[src/rtl/gfx_irq_pkg.sv]
package gfx_irq_pkg;
    // Word indexes on the register bus
    localparam int unsigned IDX_STATUS  = 0;
    localparam int unsigned IDX_EN_SET  = 1;
    localparam int unsigned IDX_EN_CLR  = 2;
    localparam int unsigned IDX_POOL_BA = 3;
    localparam int unsigned IDX_POOL_SZ = 4;
endpackage

[src/rtl/gfx_irq_status.sv]
module gfx_irq_status #(
    parameter int unsigned EVT_SRCS = 1,
    parameter int unsigned LVL_SRCS = 1,
    localparam int unsigned NSRC = EVT_SRCS + LVL_SRCS
) (
    input  logic            clk,
    input  logic            rst_n,
    input  logic [EVT_SRCS-1:0] evt_i,
    input  logic [LVL_SRCS-1:0] lvl_i,
    input  logic [NSRC-1:0] ack_i,
    output logic [NSRC-1:0] pend_o
);
    typedef struct packed {
        logic [NSRC-1:0] pend;
    } state_t;

    state_t st_d, st_q;
    logic [NSRC-1:0] pend_nxt;

    // Sticky event bits: a new pulse beats an acknowledge
    for (genvar i = 0; i < EVT_SRCS; i++) begin : g_evt
        assign pend_nxt[i] = evt_i[i] | (st_q.pend[i] & ~ack_i[i]);
    end

    // Level bits track the condition, dropped for one edge on acknowledge
    for (genvar j = 0; j < LVL_SRCS; j++) begin : g_lvl
        assign pend_nxt[EVT_SRCS+j] = lvl_i[j] & ~ack_i[EVT_SRCS+j];
    end

    always_comb begin
        st_d      = st_q;
        st_d.pend = pend_nxt;
    end

    always_ff @(posedge clk or negedge rst_n) begin
        if (!rst_n) st_q <= '0;
        else        st_q <= st_d;
    end

    assign pend_o = st_q.pend;
endmodule

[src/rtl/gfx_irq_enable.sv]
module gfx_irq_enable #(
    parameter int unsigned NSRC = 2
) (
    input  logic            clk,
    input  logic            rst_n,
    input  logic [NSRC-1:0] set_i,
    input  logic [NSRC-1:0] clr_i,
    output logic [NSRC-1:0] mask_o
);
    typedef struct packed {
        logic [NSRC-1:0] mask;
    } state_t;

    state_t st_d, st_q;

    always_comb begin
        st_d      = st_q;
        st_d.mask = (st_q.mask | set_i) & ~clr_i;
    end

    always_ff @(posedge clk or negedge rst_n) begin
        if (!rst_n) st_q <= '0;
        else        st_q <= st_d;
    end

    assign mask_o = st_q.mask;
endmodule

[src/rtl/gfx_irq_pool.sv]
module gfx_irq_pool #(
    parameter int unsigned DATA_W = 32
) (
    input  logic              clk,
    input  logic              rst_n,
    input  logic              base_we,
    input  logic              size_we,
    input  logic [DATA_W-1:0] wdata,
    output logic [DATA_W-1:0] base_o,
    output logic [DATA_W-1:0] size_o
);
    typedef struct packed {
        logic [DATA_W-1:0] base;
        logic [DATA_W-1:0] size;
    } state_t;

    state_t st_d, st_q;

    always_comb begin
        st_d = st_q;
        if (base_we) st_d.base = wdata;
        if (size_we) st_d.size = wdata;
    end

    always_ff @(posedge clk or negedge rst_n) begin
        if (!rst_n) st_q <= '0;
        else        st_q <= st_d;
    end

    assign base_o = st_q.base;
    assign size_o = st_q.size;
endmodule

[src/rtl/gfx_irq_ctrl.sv]
module gfx_irq_ctrl
    import gfx_irq_pkg::*;
#(
    parameter int unsigned EVT_SRCS = 1,
    parameter int unsigned LVL_SRCS = 1,
    parameter int unsigned ADDR_W   = 3,
    parameter int unsigned DATA_W   = 32,
    localparam int unsigned NSRC    = EVT_SRCS + LVL_SRCS
) (
    input  logic                clk,
    input  logic                rst_n,
    input  logic                bus_we,
    input  logic [ADDR_W-1:0]   bus_addr,
    input  logic [DATA_W-1:0]   bus_wdata,
    output logic [DATA_W-1:0]   bus_rdata,
    input  logic [EVT_SRCS-1:0] evt_pulse,
    input  logic [LVL_SRCS-1:0] lvl_cond,
    output logic [DATA_W-1:0]   pool_base,
    output logic [DATA_W-1:0]   pool_size,
    output logic                irq_out
);
    logic [NSRC-1:0] status_q;
    logic [NSRC-1:0] en_q;
    logic            hit_status, hit_set, hit_clr, hit_base, hit_size;
    logic [NSRC-1:0] ack_bits, set_bits, clr_bits;

    // Write decode
    always_comb begin
        hit_status = bus_we && (bus_addr == ADDR_W'(IDX_STATUS));
        hit_set    = bus_we && (bus_addr == ADDR_W'(IDX_EN_SET));
        hit_clr    = bus_we && (bus_addr == ADDR_W'(IDX_EN_CLR));
        hit_base   = bus_we && (bus_addr == ADDR_W'(IDX_POOL_BA));
        hit_size   = bus_we && (bus_addr == ADDR_W'(IDX_POOL_SZ));
        ack_bits   = hit_status ? bus_wdata[NSRC-1:0] : '0;
        set_bits   = hit_set    ? bus_wdata[NSRC-1:0] : '0;
        clr_bits   = hit_clr    ? bus_wdata[NSRC-1:0] : '0;
    end

    gfx_irq_status #(
        .EVT_SRCS (EVT_SRCS),
        .LVL_SRCS (LVL_SRCS)
    ) u_status (
        .clk    (clk),
        .rst_n  (rst_n),
        .evt_i  (evt_pulse),
        .lvl_i  (lvl_cond),
        .ack_i  (ack_bits),
        .pend_o (status_q)
    );

    gfx_irq_enable #(
        .NSRC (NSRC)
    ) u_enable (
        .clk    (clk),
        .rst_n  (rst_n),
        .set_i  (set_bits),
        .clr_i  (clr_bits),
        .mask_o (en_q)
    );

    gfx_irq_pool #(
        .DATA_W (DATA_W)
    ) u_pool (
        .clk     (clk),
        .rst_n   (rst_n),
        .base_we (hit_base),
        .size_we (hit_size),
        .wdata   (bus_wdata),
        .base_o  (pool_base),
        .size_o  (pool_size)
    );

    // Combinational read mux
    always_comb begin
        bus_rdata = '0;
        case (bus_addr)
            ADDR_W'(IDX_STATUS):  bus_rdata = DATA_W'(status_q);
            ADDR_W'(IDX_EN_SET),
            ADDR_W'(IDX_EN_CLR):  bus_rdata = DATA_W'(en_q);
            ADDR_W'(IDX_POOL_BA): bus_rdata = pool_base;
            ADDR_W'(IDX_POOL_SZ): bus_rdata = pool_size;
            default:              bus_rdata = '0;
        endcase
    end

    assign irq_out = |(status_q & en_q);
endmodule

[config.mk]
export PLATFORM = sky130hd
export DESIGN_NAME = gfx_irq_ctrl
export DESIGN_NICKNAME = d
export VERILOG_FILES = /design/src/rtl/gfx_irq_pkg.sv /design/src/rtl/gfx_irq_status.sv /design/src/rtl/gfx_irq_enable.sv /design/src/rtl/gfx_irq_pool.sv /design/src/rtl/gfx_irq_ctrl.sv
export SDC_FILE = /design/constraint.sdc
export NUM_CORES = 1
export LEC_CHECK = 0
export ABC_AREA = 1
export BUFFER_PORTS_ARGS = -buffer_cell sky130_fd_sc_hd__buf_4
export CAP_MARGIN = 5
export CORE_MARGIN = 3
export CORE_UTILIZATION = 40
export CTS_BUF_LIST = sky130_fd_sc_hd__clkbuf_4
export CTS_CLUSTER_DIAMETER = 120
export DETAILED_ROUTE_END_ITERATION = 8
export PLACE_DENSITY = 0.64
export SLEW_MARGIN = 15
export SYNTH_ARGS = -nofsm -noshare
export SYNTH_HDL_FRONTEND = slang
export SYNTH_HIERARCHICAL = 1
export SYNTH_SLANG_ARGS = --single-unit
[constraint.sdc]
create_clock -name clk -period 0.8 [get_ports clk]
set_input_delay 0.04 -clock clk [delete_from_list [all_inputs] [get_ports clk]]
set_output_delay 0.04 -clock clk [all_outputs]
set_load 0.05 [all_outputs]
==> flow_summary.toml <==
[clock_tree]
cts_max_path_buffers = 2
cts_root_buffer = "clkbuf_4"
h-tree-depth = 3
cts_tree = "done"
cts_made_buffers = 9
clkTransAtPathRegs_ns = 0.12
clk_latency_ns = 0.39
cts_sinks = 68

[cells_and_area]
utilization_pct = 84.44
antenna_cells = 0
fin_nets = 722
layout-drive-gt1-share_pct = 63.32
syn2layout_area_growth_pct = 103.4
instances_no_fill = 792
fillCellCount = 420

[setup_path]
worstSetupPathType = "flop to primary output"
rr_startpoint = "u_pool/base_o[12]$_DFFE_PN0P_"
end_kind = "primary output"
cpPeakStageDelay_ns = 0.43
crit_path_start_kind = "flop"
critical_path_arrival_ns = 1.24
ff2ff_path_depth = 4
slowest_stage = "dfrtp_2"
reg2reg_setup_slack_ns = -0.09
r2r-end = "u_pool/base_o[12]$_DFFE_PN0P_"
crit_chain = "nand3_2, nand2_1, inv_2, nand3_4, buf_8"
cp.required_ns = 0.76
cp_max_fo = 2

[logic_synthesis]
synthArstFlopShare_pct = 100.0
syn_nets = 462
syn_area_um2 = 3428
synth.most_common_cell = "nand2_1"
synthTopCellsByCount = "nand2_1, dfrtp_1, inv_1"
syn_inst = 422
synth_warnings = 6
ys_seq_elements = 68
synth.area.top_cells = "dfrtp_1, nand2_1, o21ai_2, buf_6, inv_1"
synth_cell_types = 23
yosys.area.top_type = "dfrtp_1"
synth_area_per_cell_um2 = 8.124
synth_seq_area_share_pct = 49.64
synth_edf_count = 0
synth_top_cell_area_share_pct = 49.64
synth_flop_cell = "dfrtp_1"

[sta]
fmax_ghz = 0.7792
finalHoldViolations = 0
finalCritPeriodShare_pct = 160.4
setup_viol = 115
worstMarginPinSlew_ns = 0.3558
fin_ws_ns = -0.4833
rsz0062_at_grt = "yes"
max_slew_margin_pct = 76.28
tns_ns = -35.20
slew_viol_final = 0
period_needed_ns = 1.283
skew_ns = 0

[global_route]
grt_pass1_wl_mm = 19.41
grt.total_usage_pct = 25.08
grt_max_degree = 33
grt_pass1_vias = 3884
antenna_found_initial = 0
overflow = 0

[detailed_routing]
drtAntennaViolNets = 0
num_vias = 3893
drtIter0Drc = 161
routed_wl_mm = 13.30
drt-pass1-iter-count = 4
wl_per_cell_um = 16.79
routed_via_density = 4.915
drc = 0

[floorplanning]
initial_core_util_pct = 41.52
ios = 137
core_um2 = 8258
die_h_um = 98.58
die_x_um = 98.58
rows = 33
dieArea_um2 = 9718

[power_and_ir_drop]
vdd_ir_drop_max_uv = 1330
power.density_nw_per_um2 = 2239
finalPower_mw = 15.61
leakage_nw = 3.406

[run_status]
outcome = "finished with violations"
violations = "negative setup slack"

[place]
gp_congestion = 0.8068
dp_hpwl_mm = 7.384
port_buffers = 136
dp.cells = 708

[min_path]
worstHoldPathType = "input pin to async pin"

[job]
maxCapViolCount = 0
-- metrics by stage --
stage | worst slack, ns | cell area (µm²) | hold WS [ns]
6_report | -0.4833 | 6973 | 0.02365
5_1_grt | -0.5774 | 6973 | 0.001013
4_1_cts | -0.5025 | 6604 | 0.004468
3_5_place_dp | -0.3199 | 5244 | -0.08606
3_3_place_gp | -0.2918 | 5244 | -0.08407
2_1_floorplan | -0.2311 | 3806 | -0.2556
-- registers in the layout (all words and copies together) (netlist names) --
register and flops:
u_status/pend_o 2, u_pool/size_o 32, u_enable/mask_o 2, u_pool/base_o 32
-- layer usage --
layer / vias up / part of all wire, % / global-route usage (%)
met5: - / 0 / 0
met3: 26 / 6.6 / 4.600
met1: 1895 / 39 / 32.29
met4: 0 / 2.2 / 7.248
met2: 178 / 52 / 43.27
li1: 1794 / - / -
-- power breakdown --
| part | internal, mW | total, mW | switching [mW] |
|---|---|---|---|
| clock | 0.643 | 1.84 | 1.20 |
| combinational | 4.07 | 8.94 | 4.86 |
| sequential | 4.17 | 4.84 | 0.668 |
-- critical path: cells and delay by family (launching register included) --
kind / cells / cell delay, ns
buffers and inverters: 2 / 0.22
flip-flops: 1 / 0.43
AND/OR/NAND/NOR: 3 / 0.21
-- how the worst max path moves through the flow --
stage / to / slack [ns] / cells past startpoint / from
2_1_floorplan: u_pool/base_o[5]$_DFFE_PN0P_ / -0.23 / 9 / bus_addr[1]
6_report: bus_rdata[1] / -0.48 / 5 / u_pool/size_o[1]$_DFFE_PN0P_
3_5_place_dp: u_pool/size_o[7]$_DFFE_PN0P_ / -0.32 / 6 / bus_addr[1]
3_3_place_gp: bus_rdata[11] / -0.29 / 6 / bus_addr[1]
5_1_grt: bus_rdata[1] / -0.58 / 5 / u_pool/base_o[1]$_DFFE_PN0P_
4_1_cts: bus_rdata[1] / -0.50 / 5 / u_pool/size_o[1]$_DFFE_PN0P_
-- cell families (layout without fill, tap and decap cells) --
logic type | Yosys count | count (layout) | share of synthesized area [%]
buffers and inverters | 64 | 329 | 11.64
AO/OA/AOI/OAI | 31 | 31 | 7.810
flip-flops | 68 | 68 | 49.63
AND/OR/NAND/NOR | 259 | 259 | 30.91
-- layout make-up --
type | instances | area (µm²) | area share [%]
well taps | 105 | 131.4 | 1.884
multi-input cells | 290 | 1720 | 24.67
clock buffers | 10 | 75.07 | 1.077
flip-flops and latches | 68 | 1770 | 25.39
inverters | 42 | 172.7 | 2.476
repair buffers | 271 | 3072 | 44.05
clock inverters | 6 | 31.28 | 0.4486
-- layout by cell type (no fill, tap or decap), types with 3 or more instances in the layout --
cell type	instances
nand2_2	54
nand3_1	4
nand2_1	177
o21ai_4	30
buf_4	62
buf_8	65
buf_6	103
nor2_1	10
dfrtp_1	13
inv_2	31
nand3_4	3
clkinv_2	4
inv_1	8
dfrtp_2	55
clkbuf_4	10
dlygate4sd3_1	35
buf_12	6
nand4_1	3
-- repair_timing --
item | 4_1_cts | 5_1_grt
setup buffers | 17 | 22
hold buffers | 35 | 0
resized for setup | 227 | 72
endpoints found under the hold margin | 136 | 0
pin swaps | 13 | 18
endpoints found under the setup margin | 97 | 119
No activity file was read; power rests on OpenSTA's default activity.
